**src/rtl/mbirq_agg.sv**
```systemverilog
module mbirq_agg #(
  parameter int DW      = 32,
  parameter int NDIRECT = 16
) (
  input  logic              clk,
  input  logic              rst_n,
  input  logic [2*DW-1:0]   done_evt,
  input  logic              busoff_evt,
  input  logic              err_evt,
  input  logic              reg_wr,
  input  logic [2:0]        reg_sel,
  input  logic [DW-1:0]     reg_wdata,
  output logic [DW-1:0]     reg_rdata,
  output logic [NDIRECT-1:0] irq_buf,
  output logic              irq_busoff,
  output logic              irq_err,
  output logic              irq_grp_mid,
  output logic              irq_grp_hi
);
  localparam int NBUF = 2 * DW;

  localparam logic [2:0] SEL_FLO  = 3'd0;
  localparam logic [2:0] SEL_FHI  = 3'd1;
  localparam logic [2:0] SEL_MLO  = 3'd2;
  localparam logic [2:0] SEL_MHI  = 3'd3;
  localparam logic [2:0] SEL_CTRL = 3'd4;
  localparam logic [2:0] SEL_STAT = 3'd5;

  logic [NBUF-1:0] flag_q, mask_q, masked;
  logic [1:0]      ctrl_q, stat_q;
  logic [NBUF-1:0] flag_clr;
  logic [1:0]      stat_clr;

  assign flag_clr[DW-1:0]    = (reg_wr && reg_sel == SEL_FLO) ? reg_wdata : '0;
  assign flag_clr[NBUF-1:DW] = (reg_wr && reg_sel == SEL_FHI) ? reg_wdata : '0;
  assign stat_clr            = (reg_wr && reg_sel == SEL_STAT) ? reg_wdata[1:0] : 2'b00;

  always_ff @(posedge clk or negedge rst_n) begin
    if (!rst_n) begin
      flag_q <= '0;
      mask_q <= '0;
      ctrl_q <= '0;
      stat_q <= '0;
    end else begin
      flag_q <= (flag_q & ~flag_clr) | done_evt;
      stat_q <= (stat_q & ~stat_clr) | {err_evt, busoff_evt};
      if (reg_wr && reg_sel == SEL_MLO)  mask_q[DW-1:0]    <= reg_wdata;
      if (reg_wr && reg_sel == SEL_MHI)  mask_q[NBUF-1:DW] <= reg_wdata;
      if (reg_wr && reg_sel == SEL_CTRL) ctrl_q            <= reg_wdata[1:0];
    end
  end

  always_comb begin
    reg_rdata = '0;
    case (reg_sel)
      SEL_FLO:  reg_rdata = flag_q[DW-1:0];
      SEL_FHI:  reg_rdata = flag_q[NBUF-1:DW];
      SEL_MLO:  reg_rdata = mask_q[DW-1:0];
      SEL_MHI:  reg_rdata = mask_q[NBUF-1:DW];
      SEL_CTRL: reg_rdata[1:0] = ctrl_q;
      SEL_STAT: reg_rdata[1:0] = stat_q;
      default:  reg_rdata = '0;
    endcase
  end

  assign masked      = flag_q & mask_q;
  assign irq_buf     = masked[NDIRECT-1:0];
  assign irq_grp_mid = |masked[DW-1:NDIRECT];
  assign irq_grp_hi  = |masked[NBUF-1:DW];
  assign irq_busoff  = stat_q[0] & ctrl_q[0];
  assign irq_err     = stat_q[1] & ctrl_q[1];
endmodule

```
**config.mk**
```make
export PLATFORM = sky130hd
export DESIGN_NAME = mbirq_agg
export DESIGN_NICKNAME = d
export VERILOG_FILES = /design/src/rtl/mbirq_agg.sv
export SDC_FILE = /design/constraint.sdc
export NUM_CORES = 1
export LEC_CHECK = 0
export ABC_AREA = 1
export CAP_MARGIN = 20
export CORE_UTILIZATION = 30
export CTS_BUF_LIST = sky130_fd_sc_hd__clkbuf_4
export CTS_CLUSTER_SIZE = 30
export DETAILED_ROUTE_END_ITERATION = 16
export GPL_TIMING_DRIVEN = 0
export MAX_ROUTING_LAYER = met4
export SETUP_SLACK_MARGIN = 0.1
export SYNTH_ARGS = -nofsm -noshare
export SYNTH_HDL_FRONTEND = slang
export SYNTH_SLANG_ARGS = --single-unit
```
**constraint.sdc**
```tcl
create_clock -name clk -period 2.2 [get_ports clk]
set_clock_uncertainty 0.15 [all_clocks]
set_input_delay 0.55 -clock clk [delete_from_list [all_inputs] [get_ports clk]]
set_output_delay 0.55 -clock clk [all_outputs]
set_load 0.005 [all_outputs]
```
## Yosys cells after proc, flatten, opt, wreduce, memory -nomap -nowiden

Cells that the tools add are included.

| operators by class | value |
|---|---|
| equal/unequal tests | 5 |
| muxes and demuxes | 5 |
| bitwise gates (word level) | 9 |
| reductions and logical operators | 9 |

Operators with widths:

| cell | count |
|---|---|
| $and A64 B64 Y64 | 2 |
| $pmux W30 S4 | 1 |
| $mux W32 | 2 |
| $not A64 Y64 | 1 |
| $or A64 B64 Y64 | 1 |
| $reduce_or A32 Y1 | 1 |
| $reduce_or A16 Y1 | 1 |
| $pmux W2 S6 | 1 |
| $eq A3 B2 Y1 const B | 2 |
| $eq A3 B3 Y1 const B | 2 |
| $logic_and A1 B1 Y1 | 6 |
| $eq A3 B1 Y1 const B | 1 |
| $logic_not A3 Y1 | 1 |
| $and A1 B1 Y1 | 2 |
| $and A2 B2 Y2 | 1 |
| $mux W2 | 1 |
| $not A2 Y2 | 1 |
| $or A2 B2 Y2 | 1 |

| storage, ports and cells | value |
|---|---|
| register bits | 132 |
| input port bits | 104 |
| output and inout port bits | 52 |
| word-level logic and storage cells | 33 |

## Depth between registers and ports, before layout

Gate-level depths: netlist of run 1.

| logic depth | value |
|---|---|
| depth in word-level cells | 6 |
| mapped depth | 8 |
| depth with buffers taken out | 7 |

## Worst setup path after synthesis of run 1

No wires, ideal clock.

| timing path | value |
|---|---|
| path kind | in2out |
| from | in reg_sel[2] |
| to | out reg_rdata[10] |
| data arrival time | 1429 ps |
| data required time | 1500 ps |
| setup slack | 71 ps |
| cell stages on the path | 5 |
| buffers on the path | 2 |
| path through | buf_2 > nor3_2 > clkbuf_1 > nand2_1 > nand4_1 |

| on the way | value |
|---|---|
| longest elaborated chain between the ends | 2 |
| elaborated cells on any way between the ends | 5 |
| classes of those cells | eq/ne: 3; mux: 1; reduce/logical: 1 |

Ends and longest elaborated chain:

| item | line | text |
|---|---|---|
| start, declared | 11 | `input logic [2:0] reg_sel,` |
| $eq A3 B2 Y1, or another cell as far along | 55 | `case (reg_sel)` |
| $pmux W30 S4 (*) | 55 |  |
| end, declared | 13 | `output logic [DW-1:0] reg_rdata,` |

Every way passes the cells marked *; elsewhere a longest branch is shown, timed or not.

## Worst setup path in the final report of run 1

| timing path | value |
|---|---|
| from | in reg_sel[2] |
| to | out reg_rdata[31] |

The elaborated chain is that of the path after synthesis.

==> impl_metrics.json, run 1 <==
{
  "outcome": "finished, violations left",
  "violations": "negative setup slack",
  "initial_core_util_pct": 30.6,
  "hold_class": "in2reg",
  "final.min_clock_period_ns": 2.36,
  "hold_viol": 0,
  "required_ns": 1.50,
  "finalInstanceArea_um2": 9900,
  "syn-num-nets": 1008,
  "endpoint_kind": "primary output",
  "vias_per_cell": 4.49,
  "rows": 53,
  "grt_pass1_wl_mm": 34.4,
  "path_delay_family": "buffers and inverters",
  "fin_cells": 1457,
  "worstPathCellList": "buf_8 > buf_8 > nor3_4 > buf_12 > buf_8 > clkbuf_16 > nand2_2 > nand4_1 > buf_2",
  "worst-path-buf-inv": 6,
  "drc": 0,
  "post-place-ws_ns": -1.53,
  "gp_congestion": 0.805,
  "critPathMaxStageDelay_ns": 0.15,
  "vdd_ir_drop_max_mv": 0.318,
  "synthArstFlopShare_pct": 100,
  "worstMarginPinSlew_ns": 0.678,
  "io_pins": 156,
  "multi_input_area_um2": 2820,
  "dr.pass1.iters": 7,
  "grt_max_degree": 68,
  "clock_path_buffers": 2,
  "final_cell_mix": "419 x nand2_1, 132 x dfrtp_1, 119 x inv_1",
  "synth_area_um2": 6460,
  "layout_commonest_cell": "nand2_1",
  "clock-sinks": 132,
  "leakage_nw": 5.12,
  "syn_area_per_cell_um2": 7.14,
  "track_usage_pct": 21.3,
  "numCtsBuffers": 17,
  "synth_cells": 904,
  "dpl.hpwl_mm": 13.9,
  "dieArea_um2": 22100,
  "setup_viol_count_final": 34,
  "root_buffer": "clkbuf_4",
  "routed_wl_mm": 21.8,
  "layout-drive-gt1-share_pct": 23.3,
  "ys_ff_latch": 132,
  "port_buffers": 155,
  "core-area_um2": 21100,
  "grt_pass1_vias": 6457,
  "synthDistinctLibCells": 16,
  "tritoncts": "done",
  "gr-total-overflow": 0,
  "slew_viol_final": 0,
  "via_count": 6536,
  "p_per_area_nw_per_um2": 638,
  "crit_top_cell": "buf_8",
  "nets": 1272,
  "htreeDepth": 4,
  "grt_antenna_before_repair": 1,
  "fmaxAchievable_ghz": 0.424,
  "fp.dieW_um": 149,
  "die_height_um": 149,
  "clkSlewWorstSetupHoldPaths_ns": 0.12,
  "finalWorstSetupSlack_ns": -0.159,
  "period_share_pct": 107,
  "rsz0062_at_grt": "true",
  "drtIter0Drc": 506,
  "ys_seq_area_share_pct": 51.2,
  "crit_slowest_cell": "nor3_4",
  "synth_edf_count": 0,
  "ant_nets": 0,
  "yosys_most_used_dff": "dfrtp_1",
  "dpl_cell_area_um2": 8380,
  "dp_cells": 1335,
  "crit_path_max_fanout": 5,
  "yosysWarnings": 0,
  "wl_per_cell_um": 15.0,
  "area_growth_pct": 53.3,
  "seq_area_um2": 3300,
  "nFillCells": 2101,
  "arrival_ns": 1.66,
  "slew_headroom_pct": 54.8,
  "insertion_delay_ns": 0.54,
  "start_kind": "input pin",
  "worstSetupPathType": "in2out",
  "finalPower_mw": 6.32,
  "maxCapViolations": 0
}
## power breakdown
part,switching (mW),leakage (nW),internal (mW)
Sequential,0.204,1.42,2.68
Clock,0.991,0.176,0.929
Combinational,0.744,3.52,0.772
Total,1.94,5.12,4.38
## per-layer routing
layer	track usage (%)	routed length, um	vias up
met4	5.36	270	0
met1	28.4	10000	3061
met2	33.1	10400	184
met5	-	0	-
met3	4.26	1120	18
li1	-	-	3273
## timing repair
action / 4_1_cts / 5_1_grt
gates cloned: 8 / 0
gates resized for setup: 303 / 66
endpoints found under the hold margin: 65 / 0
pin swaps: 46 / 35
hold buffers: 1 / 0
setup endpoints to repair: 68 / 50
buffers inserted: 67 / 16
## layout make-up
class                   instances  share of cell area (%)
flip-flops and latches        132                    33.4
clock inverters                13                    1.83
multi-input cells             618                    28.5
plain buffers                  31                    3.60
clock buffers                  19                    1.44
diodes                          1                  0.0253
repair buffers                245                    22.9
inverters                     123                    4.82
well taps                     275                    3.48
## through the flow
stage / utilization (%) / TNS [ns] / hold slack, ns
after global placement: 39.6 / -762.74 / 0.333
after global routing: 46.9 / -5.02 / 0.277
after detailed placement: 39.7 / -91.02 / 0.333
after CTS: 45.8 / -2.86 / 0.216
after floorplan: - / 0 / 0.104
final: 46.9 / -3.29 / 0.278
## flip-flops by register name, indices dropped and copies added, names as in the netlist
name,cells
stat_q,2
mask_q,64
ctrl_q,2
flag_q,64
## tightest hold or removal path, cell delays in order
cell     delay (ns)
buf_8          0.11
nor2_2         0.07
nand3_1        0.09
o21ai_0        0.08
nand2_1        0.05
## synth_stat cells (2+ instances only)
cell,n,share of area (%)
nor2_1,16,0.93
nor2_2,3,0.29
inv_1,121,7.0
o21ai_0,4,0.31
buf_2,16,1.2
nor3_4,2,0.50
nand4_1,34,3.3
nand2_1,483,28
nand3_1,10,0.78
o21ai_1,64,5.0
clkbuf_1,12,0.70
dfrtp_1,132,51
buf_4,3,0.35
inv_2,2,0.12
## final timing paths
kind	from	endpoint	slack, ns	depth (start not counted)
max in group asynchronous	rst_n	flag_q[25]	0.71	3
worst max-delay path	reg_sel[2]	reg_rdata[31]	-0.16	9
worst min register to register	flag_q[13]	flag_q[13]	0.36	2
worst min-delay path	reg_sel[1]	stat_q[1]	0.28	5
min in group asynchronous	rst_n	flag_q[9]	0.41	2
worst max register to register	mask_q[14]	mask_q[14]	1.25	3
## cells by family (layout without fill, tap and decap cells)
logic type      count (synthesis)  in the layout  share of synthesized area (%)
compound gates                 68             68                           5.27
buf+inv                       154            431                           9.44
flops                         132            132                           51.2
other cells                     0              1                              0
simple gates                  550            550                           34.1
Power figures use the tool's default switching activity.
==> run 2, diff against run 1 <==
--- a/config.mk
+++ b/config.mk
@@ -11,7 +11,6 @@
 export CTS_BUF_LIST = sky130_fd_sc_hd__clkbuf_4
 export CTS_CLUSTER_SIZE = 30
 export DETAILED_ROUTE_END_ITERATION = 16
-export GPL_TIMING_DRIVEN = 0
 export MAX_ROUTING_LAYER = met4
 export SETUP_SLACK_MARGIN = 0.1
 export SYNTH_ARGS = -nofsm -noshare
==> run 2 against run 1 <==
The flow still finishes with violations (negative setup slack). Combinational power about the same. Cell count shrank 0.27%. Non-clock buffer count fell by 5. Cell area is 1.1% higher. Total power about the same. Setup slack worse by 0.063 ns. First-iteration DRC count fell by 31%. Critical path type unchanged. Hold slack gained 0.039 ns. Wire length is essentially flat. Largest cell class unchanged.
==> impl_metrics.json, run 2 (same netlist as run 1, synthesis figures left out) <==
{
  "outcome": "finished, violations left",
  "violations": "negative setup slack",
  "vdd_ir_drop_max_mv": 0.279,
  "insertion_delay_ns": 0.54,
  "post-route-util_pct": 47.5,
  "p_per_area_nw_per_um2": 631,
  "core-area_um2": 21100,
  "worstSetupPathType": "in2out",
  "arrival_ns": 1.72,
  "leakage_nw": 5.11,
  "ant_nets": 0,
  "finalWorstSetupSlack_ns": -0.222,
  "hold_viol": 0,
  "slew_headroom_pct": 72.8,
  "gp_congestion": 0.803,
  "reg_top3": "flag_q (64), mask_q (64)",
  "dr.pass1.iters": 5,
  "port_buffers": 155,
  "p_int_mw": 4.40,
  "routed_wl_mm": 21.8,
  "die_height_um": 149,
  "grt_pass1_vias": 6403,
  "switching_share_pct": 30.3,
  "area_growth_pct": 55.0,
  "ff2ff_path_depth": 3,
  "switchingPower_mw": 1.91,
  "via_count": 6548,
  "finalInstanceArea_um2": 10000,
  "setup_viol_count_final": 34,
  "fp.dieW_um": 149,
  "track_usage_pct": 21.1,
  "grt.met2_usage_pct": 34.2,
  "rows": 53,
  "tritoncts": "done",
  "rsz0062_at_grt": "true",
  "gr-total-overflow": 0,
  "io_pins": 156,
  "drc": 0,
  "dpl.hpwl_mm": 13.3,
  "grt_use_met1_pct": 27.1,
  "fmaxAchievable_ghz": 0.413,
  "crit_path_max_fanout": 8,
  "hold_class": "in2async",
  "fin_cells": 1453,
  "grt_max_degree": 41,
  "maxCapViolations": 0,
  "grt_busiest_layer": "met2",
  "grt_antenna_before_repair": 2,
  "endpoint_kind": "primary output",
  "vias_per_cell": 4.51,
  "drtIter0Drc": 349,
  "start_kind": "input pin",
  "required_ns": 1.50,
  "final.min_clock_period_ns": 2.42,
  "dpl_cell_area_um2": 8680,
  "dp_cells": 1342,
  "nFillCells": 2135,
  "clkSlewWorstSetupHoldPaths_ns": 0.12,
  "layout-drive-gt1-share_pct": 22.8,
  "numCtsBuffers": 17,
  "worstMarginPinSlew_ns": 0.408,
  "use_met3_pct": 3.93,
  "period_share_pct": 110,
  "initial_core_util_pct": 30.6,
  "grt_pass1_wl_mm": 34.0,
  "slew_viol_final": 0,
  "layout_commonest_cell": "nand2_1",
  "wl_per_cell_um": 15.0,
  "root_buffer": "clkbuf_4",
  "nets": 1267,
  "post-place-ws_ns": -0.876,
  "clkPwrFrac_pct": 29.9,
  "pwr-share-comb_pct": 24.6,
  "tns_ns": -5.40,
  "clock_path_buffers": 2,
  "seqPwrFrac_pct": 45.5,
  "htreeDepth": 4,
  "clock-sinks": 132,
  "final_cell_mix": "420 x nand2_1, 132 x dfrtp_1, 119 x inv_1",
  "dieArea_um2": 22100
}
==> run 2: changes by cell type in the layout (fill, tap and decap cells not counted), sizes merged <==
cell / before / now
bufbuf: 0 / 1
clkbuf: 41 / 22
clkinv: 7 / 6
clkinvlp: 0 / 2
inv: 125 / 124
diode: 1 / 2
buf: 141 / 151
dlygate4sd2: 2 / 4
clkdlybuf4s15: 11 / 12
==> run 2: critical path, cell delays in order <==
cell	delay (ns)
buf_8	0.11
buf_6	0.11
nor3_4	0.22
buf_6	0.13
buf_12	0.11
buf_16	0.17
nand2_4	0.05
nand4_1	0.10
buf_2	0.14
==> run 2: metrics by stage <==
| step | hold WS, ns | power [mW] |
|---|---|---|
| floorplan | 0.104 | 3.44 |
| global placement | 0.329 | 4.25 |
| detailed placement | 0.336 | 4.26 |
| CTS | 0.279 | 6.29 |
| global route | 0.301 | 6.68 |
| finish | 0.317 | 6.31 |
==> run 2: path summary, 6_finish.rpt <==
check,to,slack (ns),startpoint
max in group asynchronous,flag_q[29],0.99,rst_n
max reg2reg,mask_q[10],1.24,mask_q[10]
min,flag_q[41],0.32,rst_n
max,reg_rdata[31],-0.22,reg_sel[1]
min in group clk,flag_q[19],0.35,done_evt[19]
min reg2reg,flag_q[11],0.36,flag_q[11]
==> run 2: repair_timing <==
item / in CTS / in global routing
hold buffers: 1 / 0
gates cloned: 8 / 1
setup buffers: 56 / 13
hold endpoints to repair: 36 / 0
pin swaps: 42 / 46
resized for setup: 244 / 66
setup endpoints to repair: 52 / 48
==> run 2: layer usage <==
metal	share of wire, %	wire length, um
met1	45	9920
met2	49	10600
met3	4.9	1080
met4	0.96	209
met5	0	0
==> run 2: layout make-up <==
cell class              count  area, um2  area share, %
flip-flops and latches    132       3300           33.0
multi-input cells         618       2820           28.2
repair buffers            271       2740           27.4
inverters                 123        467           4.66
well taps                 275        344           3.44
clock inverters            13        183           1.83
clock buffers              19        143           1.43
diodes                      2       5.00         0.0500
==> run 2: power groups by stage <==
stage,sequential (mW),combinational [mW],clock [mW]
final,2.88,1.55,1.89
after global routing,2.91,1.73,2.04
after CTS,2.86,1.49,1.94
after detailed placement,2.92,1.35,0
after global placement,2.91,1.33,0
after floorplan,2.87,0.572,0
==> run 3, diff against run 2 <==
--- a/config.mk
+++ b/config.mk
@@ -6,12 +6,14 @@
 export NUM_CORES = 1
 export LEC_CHECK = 0
 export ABC_AREA = 1
-export CAP_MARGIN = 20
-export CORE_UTILIZATION = 30
+export CELL_PAD_IN_SITES_DETAIL_PLACEMENT = 0
+export CELL_PAD_IN_SITES_GLOBAL_PLACEMENT = 2
+export CORE_UTILIZATION = 28
 export CTS_BUF_LIST = sky130_fd_sc_hd__clkbuf_4
 export CTS_CLUSTER_SIZE = 30
 export DETAILED_ROUTE_END_ITERATION = 16
 export MAX_ROUTING_LAYER = met4
+export PLACE_DENSITY_LB_ADDON = 0.1
 export SETUP_SLACK_MARGIN = 0.1
 export SYNTH_ARGS = -nofsm -noshare
 export SYNTH_HDL_FRONTEND = slang
==> run 3 against run 2 <==
The run still ends with negative setup slack left. Critical path type unchanged. Sequential share of layout area shrank 0.36 points. Critical path depth is 2 higher. Clock-buffer cell count is 2 lower. Largest power group unchanged. Cell count is 1.7% higher. Core utilization decreased by 2.8 points. Die area increased by 7.0%.
==> impl_metrics.json, run 3 (same netlist as run 1, synthesis figures left out) <==
{
  "grt_pass1_wl_mm": 35.4,
  "nets": 1283,
  "final_cell_mix": "423 x nand2_1, 132 x dfrtp_1, 120 x inv_1",
  "period_share_pct": 111,
  "required_ns": 1.50,
  "slew_viol_final": 0,
  "violations": "negative setup slack",
  "worstPathCellList": "buf_6 > buf_6 > buf_6 > nor3_4 > buf_6 > buf_6 > buf_16 > buf_8 > nand2_2 > nand4_1 > buf_2",
  "grt_pass1_vias": 6585,
  "worstMarginPinSlew_ns": 0.458,
  "crit_slowest_cell": "buf_6",
  "dp_cells": 1355,
  "finalWorstSetupSlack_ns": -0.247,
  "tritoncts": "done",
  "leakage_nw": 5.21,
  "insertion_delay_ns": 0.52,
  "arrival_ns": 1.75,
  "tns_ns": -5.51,
  "grt_antenna_before_repair": 1,
  "endpoint_kind": "primary output",
  "numCtsBuffers": 17,
  "fin_cells": 1477,
  "seq_area_um2": 3300,
  "root_buffer": "clkbuf_4",
  "start_kind": "input pin",
  "track_usage_pct": 20.4,
  "grt.met2_usage_pct": 33.6,
  "outcome": "finished, violations left",
  "layout_commonest_cell": "nand2_1",
  "grt_use_met1_pct": 26.1,
  "rows": 55,
  "slew_headroom_pct": 69.4,
  "final.min_clock_period_ns": 2.45,
  "area_growth_pct": 56.7,
  "drc": 0,
  "hold_viol": 0,
  "post-place-ws_ns": -0.957,
  "nFillCells": 2425,
  "fp.dieW_um": 154,
  "dr.pass1.iters": 5,
  "p_per_area_nw_per_um2": 611,
  "initial_core_util_pct": 28.5,
  "via_count": 6343,
  "post-route-util_pct": 44.7,
  "layout-drive-gt1-share_pct": 23.4,
  "clock-sinks": 132,
  "fmaxAchievable_ghz": 0.409,
  "rsz0062_at_grt": "true",
  "worstSetupPathType": "in2out",
  "io_pins": 156,
  "clkSlewWorstSetupHoldPaths_ns": 0.12,
  "gp_congestion": 0.750,
  "port_buffers": 155,
  "core-area_um2": 22600,
  "hold_class": "in2async",
  "reg_top3": "flag_q (64), mask_q (64)",
  "setup_viol_count_final": 34,
  "htreeDepth": 4,
  "startpoint": "reg_sel[2]",
  "wl_per_cell_um": 15.1,
  "path_delay_family": "buffers and inverters",
  "routed_wl_mm": 22.3,
  "grt_busiest_layer": "met2",
  "clock_path_buffers": 2,
  "drtIter0Drc": 240,
  "multi_input_area_um2": 2760,
  "vdd_ir_drop_max_mv": 0.414,
  "gr-total-overflow": 0,
  "dieArea_um2": 23700,
  "holdWs_ns": 0.348,
  "grt_max_degree": 42,
  "dpl.hpwl_mm": 14.6,
  "die_height_um": 154,
  "maxCapViolations": 0,
  "crit_top_cell": "buf_6",
  "worst-path-buf-inv": 8,
  "use_met3_pct": 4.37,
  "crit_path_max_fanout": 5,
  "critPathMaxStageDelay_ns": 0.16,
  "ant_nets": 0,
  "reg2reg_from": "flag_q[33]",
  "vias_per_cell": 4.29
}
==> run 3: final cells by class <==
| class | count | area share (%) |
|---|---|---|
| flip-flops and latches | 132 | 32.6 |
| repair buffers | 287 | 29.0 |
| multi-input cells | 618 | 27.3 |
| inverters | 123 | 4.59 |
| well taps | 285 | 3.52 |
| clock inverters | 14 | 1.61 |
| clock buffers | 17 | 1.26 |
| diodes | 1 | 0.0247 |
==> run 3: final timing paths <==
| path | to | slack (ns) | depth (start not counted) |
|---|---|---|---|
| worst min-delay path | stat_q[0] | 0.35 | 2 |
| worst max register to register | flag_q[33] | 1.19 | 4 |
| max in group asynchronous | mask_q[38] | 0.96 | 3 |
| worst max-delay path | reg_rdata[14] | -0.25 | 11 |
| worst min register to register | flag_q[16] | 0.36 | 2 |
| min in group clk | stat_q[0] | 0.35 | 6 |
==> run 3: where the power goes <==
part	leakage, nW	switching (mW)	internal (mW)
combinational	3.63	0.747	0.812
sequential	1.42	0.204	2.68
clock	0.151	0.963	0.775
total	5.21	1.91	4.26
==> run 3: timing repair <==
action                                  CTS  global route
endpoints found under the hold margin    36             0
pin swaps                                39            38
endpoints found under the setup margin   52            42
cloned                                    6             0
hold buffers                              1             0
buffers inserted                         71            12
gates resized for setup                 264            42
==> run 3: layer usage <==
metal	vias up	routed length, um	share of wire [%]
met5	-	0	0
met2	124	10600	47
met3	10	887	4.0
li1	3305	-	-
met4	0	124	0.55
met1	2904	10700	48
==> run 3: through the flow <==
stage	instance area, um2	power [mW]
floorplan	6460	3.44
global placement	8740	4.28
detailed placement	8740	4.29
CTS	9880	6.20
global route	10100	6.57
finish	10100	6.18
